File: src/rtl/acc_pkg.sv
package acc_pkg;

    localparam int DATA_W = 8;

    localparam logic [DATA_W-1:0] OPC_LOAD = 8'hB0;
    localparam logic [DATA_W-1:0] OPC_ADD  = 8'h04;
    localparam logic [DATA_W-1:0] OPC_STOP = 8'h00;

    typedef enum logic [2:0] {
        PH_FETCH,
        PH_DECODE,
        PH_OPRD,
        PH_EXEC,
        PH_HALT
    } phase_t;

    typedef enum logic [1:0] {
        K_LOAD,
        K_ADD,
        K_STOP
    } op_kind_t;

    typedef struct packed {
        logic              cy;
        logic [DATA_W-1:0] a;
    } acc_state_t;

    function automatic op_kind_t classify(input logic [DATA_W-1:0] b);
        case (b)
            OPC_LOAD: classify = K_LOAD;
            OPC_ADD:  classify = K_ADD;
            default:  classify = K_STOP;
        endcase
    endfunction

    function automatic acc_state_t add_wide(input logic [DATA_W-1:0] x,
                                            input logic [DATA_W-1:0] y);
        logic [DATA_W:0] s;
        s = {1'b0, x} + {1'b0, y};
        add_wide.cy = s[DATA_W];
        add_wide.a  = s[DATA_W-1:0];
    endfunction

endpackage

File: src/rtl/acc_seq.sv
module acc_seq
    import acc_pkg::*;
(
    input  logic              clk,
    input  logic              rst,
    input  logic [DATA_W-1:0] mem_data,
    output logic              rd,
    output logic              load_en,
    output logic              add_en,
    output logic              stopped
);

    phase_t   phase;
    op_kind_t kind;
    op_kind_t dec;

    assign dec = classify(mem_data);

    always_ff @(posedge clk) begin
        if (rst) begin
            phase <= PH_FETCH;
            kind  <= K_STOP;
        end else begin
            case (phase)
                PH_FETCH:  phase <= PH_DECODE;
                PH_DECODE: begin
                    kind  <= dec;
                    phase <= (dec == K_STOP) ? PH_HALT : PH_OPRD;
                end
                PH_OPRD:   phase <= PH_EXEC;
                PH_EXEC:   phase <= PH_FETCH;
                default:   phase <= PH_HALT;
            endcase
        end
    end

    assign rd      = (phase == PH_FETCH) || (phase == PH_OPRD);
    assign load_en = (phase == PH_EXEC) && (kind == K_LOAD);
    assign add_en  = (phase == PH_EXEC) && (kind == K_ADD);
    assign stopped = (phase == PH_HALT);

    AST_STROBE_SINGLE: assert property (@(posedge clk) disable iff (rst)
        rd |=> !rd) else $error("strobe high twice");
    AST_HALT_STICKY: assert property (@(posedge clk) disable iff (rst)
        stopped |=> stopped) else $error("halt released");
    AST_HALT_QUIET: assert property (@(posedge clk) disable iff (rst)
        stopped |-> !rd) else $error("read while halted");

endmodule

File: src/rtl/acc_pc.sv
module acc_pc #(
    parameter int              ADDR_W   = 16,
    parameter logic [ADDR_W-1:0] RESET_PC = 16'h1400
) (
    input  logic              clk,
    input  logic              rst,
    input  logic              step,
    output logic [ADDR_W-1:0] pc
);

    localparam logic [ADDR_W-1:0] ONE = 1;

    always_ff @(posedge clk) begin
        if (rst)       pc <= RESET_PC;
        else if (step) pc <= pc + ONE;
    end

    AST_PC_STEP: assert property (@(posedge clk) disable iff (rst)
        step |=> pc == $past(pc) + ONE) else $error("pc step");
    AST_PC_HOLD: assert property (@(posedge clk) disable iff (rst)
        !step |=> $stable(pc)) else $error("pc moved");

endmodule

File: src/rtl/acc_alu.sv
module acc_alu
    import acc_pkg::*;
(
    input  logic              clk,
    input  logic              rst,
    input  logic              load_en,
    input  logic              add_en,
    input  logic [DATA_W-1:0] operand,
    output logic [DATA_W-1:0] acc,
    output logic              carry
);

    acc_state_t st;
    acc_state_t sum;

    assign sum = add_wide(st.a, operand);

    always_ff @(posedge clk) begin
        if (rst)          st <= '0;
        else if (add_en)  st <= sum;
        else if (load_en) st.a <= operand;
    end

    assign acc   = st.a;
    assign carry = st.cy;

    AST_LOAD_VALUE: assert property (@(posedge clk) disable iff (rst)
        load_en |=> acc == $past(operand)) else $error("load");
    AST_LOAD_KEEPS_CY: assert property (@(posedge clk) disable iff (rst)
        load_en |=> $stable(carry)) else $error("carry on load");
    AST_ADD_SUM: assert property (@(posedge clk) disable iff (rst)
        add_en |=> {carry, acc} == ({1'b0, $past(acc)} + {1'b0, $past(operand)}))
        else $error("add");
    AST_IDLE_HOLD: assert property (@(posedge clk) disable iff (rst)
        !load_en && !add_en |=> $stable(acc) && $stable(carry))
        else $error("idle change");

endmodule

File: src/rtl/acc_core.sv
module acc_core
    import acc_pkg::*;
#(
    parameter int                ADDR_W   = 16,
    parameter logic [ADDR_W-1:0] RESET_PC = 16'h1400
) (
    input  logic              clk,
    input  logic              rst,
    output logic [ADDR_W-1:0] mem_addr,
    output logic              mem_rd,
    input  logic [DATA_W-1:0] mem_data,
    output logic              halted,
    output logic [DATA_W-1:0] acc,
    output logic              carry
);

    logic load_en;
    logic add_en;

    acc_seq u_seq (
        .clk      (clk),
        .rst      (rst),
        .mem_data (mem_data),
        .rd       (mem_rd),
        .load_en  (load_en),
        .add_en   (add_en),
        .stopped  (halted)
    );

    acc_pc #(.ADDR_W(ADDR_W), .RESET_PC(RESET_PC)) u_pc (
        .clk  (clk),
        .rst  (rst),
        .step (mem_rd),
        .pc   (mem_addr)
    );

    acc_alu u_alu (
        .clk     (clk),
        .rst     (rst),
        .load_en (load_en),
        .add_en  (add_en),
        .operand (mem_data),
        .acc     (acc),
        .carry   (carry)
    );

    AST_EXEC_EXCLUSIVE: assert property (@(posedge clk) disable iff (rst)
        !(load_en && add_en) && !(halted && (load_en || add_en)))
        else $error("exec overlap");

endmodule

File: config.mk
export PLATFORM = sky130hd
export DESIGN_NAME = acc_core
export DESIGN_NICKNAME = d
export VERILOG_FILES = /design/src/rtl/acc_pkg.sv /design/src/rtl/acc_seq.sv /design/src/rtl/acc_pc.sv /design/src/rtl/acc_alu.sv /design/src/rtl/acc_core.sv
export SDC_FILE = /design/constraint.sdc
export NUM_CORES = 1
export LEC_CHECK = 0
export ABC_AREA = 1
export BUFFER_PORTS_ARGS = -buffer_cell sky130_fd_sc_hd__buf_2
export CAP_MARGIN = 10
export CORE_UTILIZATION = 54
export DETAILED_ROUTE_END_ITERATION = 6
export PLACE_DENSITY_LB_ADDON = 0.25
export SYNTH_ARGS = -nofsm -noshare
export SYNTH_HDL_FRONTEND = slang
export SYNTH_SLANG_ARGS = --single-unit
File: constraint.sdc
create_clock -name clk -period 1.79 [get_ports clk]
set_input_delay 0.179 -clock clk [delete_from_list [all_inputs] [get_ports clk]]
set_output_delay 0.179 -clock clk [all_outputs]
set_load 0.05 [all_outputs]
# Yosys cells after proc, flatten, opt, wreduce, memory -nomap -nowiden
# Index checks and enable logic that the tools add are counted.
[totals] reg_bits=30 inputBits=10 out_inout_bits=27 elab_cells=26
[classes] add_sub_neg=2 eq_ne=8 n_mux=5 reduce_logical=6
[op_table] op="16-bit by 1-bit adder with 16-bit output (second input constant)" n=1
[op_table] op="8-bit two-way mux" n=2
[op_table] op="3-bit case mux with 4 select lines" n=1
[op_table] op="8-bit by 8-bit adder with 9-bit output" n=1
[op_table] op="8-bit by 3-bit == test with 1-bit output (second input constant)" n=1
[op_table] op="8-bit == test (second input constant)" n=1
[op_table] op="3-bit by 2-bit == test with 1-bit output (second input constant)" n=2
[op_table] op="2-bit case mux with 2 select lines" n=1
[op_table] op="3-bit by 1-bit == test with 1-bit output (second input constant)" n=1
[op_table] op="3-bit == test (second input constant)" n=1
[op_table] op="3-bit logical NOT" n=1
[op_table] op="3-bit two-way mux" n=1
[op_table] op="2-bit by 1-bit == test with 1-bit output (second input constant)" n=1
[op_table] op="2-bit == test (second input constant)" n=1
[op_table] op="1-bit logical AND" n=2
[op_table] op="2-bit logical NOT" n=1
[op_table] op="2-bit nonzero test" n=1
[op_table] op="1-bit logical OR" n=1

# Depth between registers and ports, before layout
[depth] ltp_word=5 ltp_mapped=10 ltp_nobuf=10

# Modules after synthesis
# From an unflattened synthesis, not the netlist that was laid out.
[hier_totals] hier_cells=276 hier_area_um2=1870.5
[modules_own_cells] module="acc_pc" n_inst=1 cells_each=111 area_each_um2=813.3 seq_area_each_um2=320.3
[modules_own_cells] module="acc_alu" n_inst=1 cells_each=118 area_each_um2=762.0 seq_area_each_um2=180.2
[modules_own_cells] module="acc_seq" n_inst=1 cells_each=47 area_each_um2=295.3 seq_area_each_um2=100.1

# Worst setup path after synthesis
# Ideal clock, no wire load.
[synth_timing] kind="register to register" start="register u_pc.pc[0]" end="register u_pc.pc[14]" setup_ns=0.114 t_arrival_ns=1.767 required_ns=1.676 setup_slack_ns=-0.091 path_stages_with_launch=11 path_buffers=0 period_less_slack_ns=1.881 cell_sequence="dfxtp_1 ha_1 nand2_1 nor2_1 nand4_2 nor2_2 nand2_1 nor2_2 nand2_1 nand2_1 nor2_1"
[synth_via] elab_chain_len=1
[synth_rtl] item="start, declared" line="acc_pc.sv:8" text="output logic [ADDR_W-1:0] pc"
[synth_rtl] item="start signal, assigned" line="acc_pc.sv:15" text="else if (step) pc <= pc + ONE;"
[synth_rtl] item="16-bit by 1-bit adder with 16-bit output" line="acc_pc.sv:15"
# Every way passes these cells.
# A chain may end at the register's enable or synchronous reset.

# Worst setup path in the final report
[layout_timing] start="register u_alu.st (netlist bit u_alu.acc[0])" end="register u_alu.st (netlist bit u_alu.acc[6])"
[layout_via] elab_chain_len=2
[layout_rtl] item="start, declared" line="acc_alu.sv:13" text="acc_state_t st;"
[layout_rtl] item="start signal, assigned" line="acc_alu.sv:20" text="else if (add_en) st <= sum;"
[layout_rtl] item="8-bit by 8-bit adder with 9-bit output" line="acc_pkg.sv:39" text="s = {1'b0, x} + {1'b0, y};"
[layout_rtl] item="8-bit two-way mux" line="acc_alu.sv:20"
# Every way passes these cells.

==> summary.md <==
| Metric | Value |
|---|---|
| Total GRT Usage | 0.241 |
| Worst r2r src | u_alu.acc[0] |
| Synthesized cell area | 1770 sq um |
| Crit start category | register |
| Routed len/inst | 11.1 um |
| Die Wd | 59.3 um |
| Top-Level Pins | 37 |
| Synth warnings | 0 |
| DRT Wirelength | 3810 um |
| First-pass GRT wire length | 6400 um |
| Clock slew at the register clock pins of the worst setup and hold paths | 100 ps |
| Gp weighted congestion | 0.908 |
| Total grt overflow | 0 |
| RSZ-0062 raised after global routing | false |
| CP Buf/Inv Count | 0 |
| Post-route ant nets | 0 |
| Synthesized Nets | 279 |
| Fin area | 2060 sq um |
| Worst hold margin | 109 ps |
| Status | finished, final reports clean |
| H-tree depth | 2 |
| Vias in the first global route | 1430 |
| Most used cell, CP | nand2_1 |
| Vias | 1758 |
| Initial antenna violation count | 0 |
| Slowest-stage cell, CP | fa_1 |
| Clk sinks | 30 |
| Worst Skew | 8.28 ps |
| Pwr Density | 668 nW/um^2 |
| Post-synth top cells | 70 x nand2_1, 31 x nor2_1, 30 x dfxtp_1 |
| Reg2reg path depth | 9 |
| Post-cts sizing count | 0 |
| Diode count | 0 |
| Critical path endpoint category | register |
| # hold bufs at CTS | 0 |
| VDD IR-drop max | 0.000599 V |
| Clock tree buffer depth | 2 |
| CP max stage delay | 380 ps |
| Nets@finish | 319 |
| Starting Density | 0.575 |
| Vias per cell | 5.11 |
| EDFF count, synth | 0 |
| Leading area contributor after synthesis | dfxtp_1 |
| Critical path capture point | u_alu.acc[6] |
| Site Rows | 20 |
| Leakage Power | 0.000977 uW |
| Endpoints failing hold | 0 |
| CTS buffer count | 5 |
| DP HPWL | 2960 um |
| Fraction of final layout cells sized beyond drive strength 1 | 0.203 |
| Post-Route Setup TNS | 0 ps |
| Minimum clock period | 1590 ps |
| Sequential-to-total area share from yosys stat | 0.339 |
| DP Area | 2000 sq um |
| CTS Root Cell | clkbuf_4 |
| Count leader, synth | nand2_1 |
| Worst-Skew Late Latency | 330 ps |
| Final setup vio count | 0 |
| TritonRoute pass-1 iters | 5 |
| P&R area growth vs syn | 16.1% |
| Slew at the pin closest to its max-slew limit | 310 ps |
| CP Launch Point | u_alu.acc[0] |
| #FFs+latches synth | 30 |
| WS Path Type | reg2reg |
| Hold crit path type | in2reg |
| Crit path cell chain | ha_1 > fa_1 > nand2_1 > o21ai_1 > nand2_1 > nand2_1 > nand2_1 > nand3_1 > a21oi_1 |
| Die footprint | 3510 sq um |
| Top cell type's share of synthesized area | 0.339 |
| Mapped Cells | 259 |
| Port bufs | 36 |
| Critical Path Fanout Max | 3 |
| Main area contributors after synthesis | dfxtp_1 34%, nand2_1 15%, nor2_1 6.6% |
| R2R setup slack | 200 ps |
| Initial drt markers | 91 |
| Arrival time at the worst endpoint | 1850 ps |
| Achievable Freq | 631 MHz |
| Capturing point of the worst reg2reg path | u_alu.acc[6] |
| Slew Viols, Final | 0 |
| Dominant synthesized flop cell | dfxtp_1 |
| Asr flop ratio synth | 0 |
| Final worst path period share | 0.886 |
| Slew HR | 0.792 |
| Pin count of the biggest net entering global routing | 14 |
| Die height | 59.3 um |
| Avg Cell Area, Syn | 6.84 sq um |
| Req. time, crit path | 2050 ps |
| CTS tree | done |
| Post-route DRC | 0 |
| Top Family by Delay on Critical Path | adder cells |
| Crit. path cell count | 9 |
| Postcts setup bufs | 0 |
| Max cap viols | 0 |
| Netlist cell types | 30 |
| Total core area | 3080 sq um |
per-layer routing:
layer | vias up | part of all wire | global-route usage | wire length, um
met5 | - | 0 | 0 | 0
li1 | 930 | - | - | -
met4 | 0 | 0.012 | 0.0816 | 46
met1 | 785 | 0.52 | 0.368 | 2000
met3 | 6 | 0.044 | 0.0524 | 166
met2 | 37 | 0.42 | 0.329 | 1600
where the power goes:
part | switching [uW] | internal [uW] | leakage, uW | total (uW)
sequential | 29.7 | 690 | 0.000244 | 719
combinational | 164 | 64.5 | 0.000698 | 229
clock | 235 | 190 | 0.0000353 | 425
metrics by stage:
step                      power [uW]  utilization  instances  worst slack (ps)
final                           1370        0.668        344               204
after global routing            1440        0.668        344              61.0
after CTS                       1390        0.668        344               197
after detailed placement         963        0.648        336               218
after global placement           960        0.648        336               259
after floorplan                  902            -        259              15.6
worst min path at each step:
stage,startpoint,end,depth (start not counted)
finish,rst,u_pc.pc[13],2
global route,rst,u_pc.pc[13],2
CTS,rst,u_pc.pc[13],2
detailed placement,rst,u_pc.pc[11],2
global placement,rst,u_pc.pc[13],2
floorplan,mem_data[0],u_alu.acc[0],2
worst reg2reg max path, cell delays in order, from the launching register on:
cell	delay, ps
dfxtp_1	330
ha_1	200
fa_1	380
nand2_1	100
o21ai_1	100
nand2_1	100
nand2_1	50
nand2_1	60
nand3_1	60
a21oi_1	130
registers in the layout, summed over array words and instances (netlist names):
register     cells
u_pc.pc         16
u_alu.acc        8
u_seq.phase      3
u_seq.kind       2
u_alu.carry      1
cell families (layout without fill, tap and decap cells):
| logic type | count (synthesis) | in the layout | synth area share |
|---|---|---|---|
| adder cells (fa/ha/maj) | 10 | 10 | 0.0749 |
| flip-flops | 30 | 30 | 0.339 |
| buffers and inverters | 31 | 72 | 0.0707 |
| XOR/XNOR | 8 | 8 | 0.0396 |
| AND/OR/NAND/NOR | 136 | 136 | 0.346 |
| AO/OA/AOI/OAI | 44 | 44 | 0.130 |
final cells by class:
class                           instances  area (sq um)
Inverter                               26          97.6
Tap cell                               44          55.1
Clock inverter                          1          5.00
Sequential cell                        30           603
Multi-Input combinational cell        198          1040
Clock buffer                            7          55.1
Fill cell                             300          1020
Timing Repair Buffer                   38           195
placed cells by master (no fill, tap or decap), types with 3 or more instances in the layout:
| cell | n |
|---|---|
| nand2_1 | 70 |
| nand3_1 | 12 |
| nor3_1 | 6 |
| ha_1 | 9 |
| buf_2 | 36 |
| o21ai_0 | 7 |
| nor2_1 | 31 |
| o21ai_1 | 10 |
| a21oi_1 | 22 |
| dfxtp_1 | 28 |
| nand4_1 | 3 |
| inv_2 | 4 |
| xor2_1 | 7 |
| inv_1 | 22 |
| clkbuf_4 | 5 |
No activity file was read; power rests on OpenSTA's default activity.
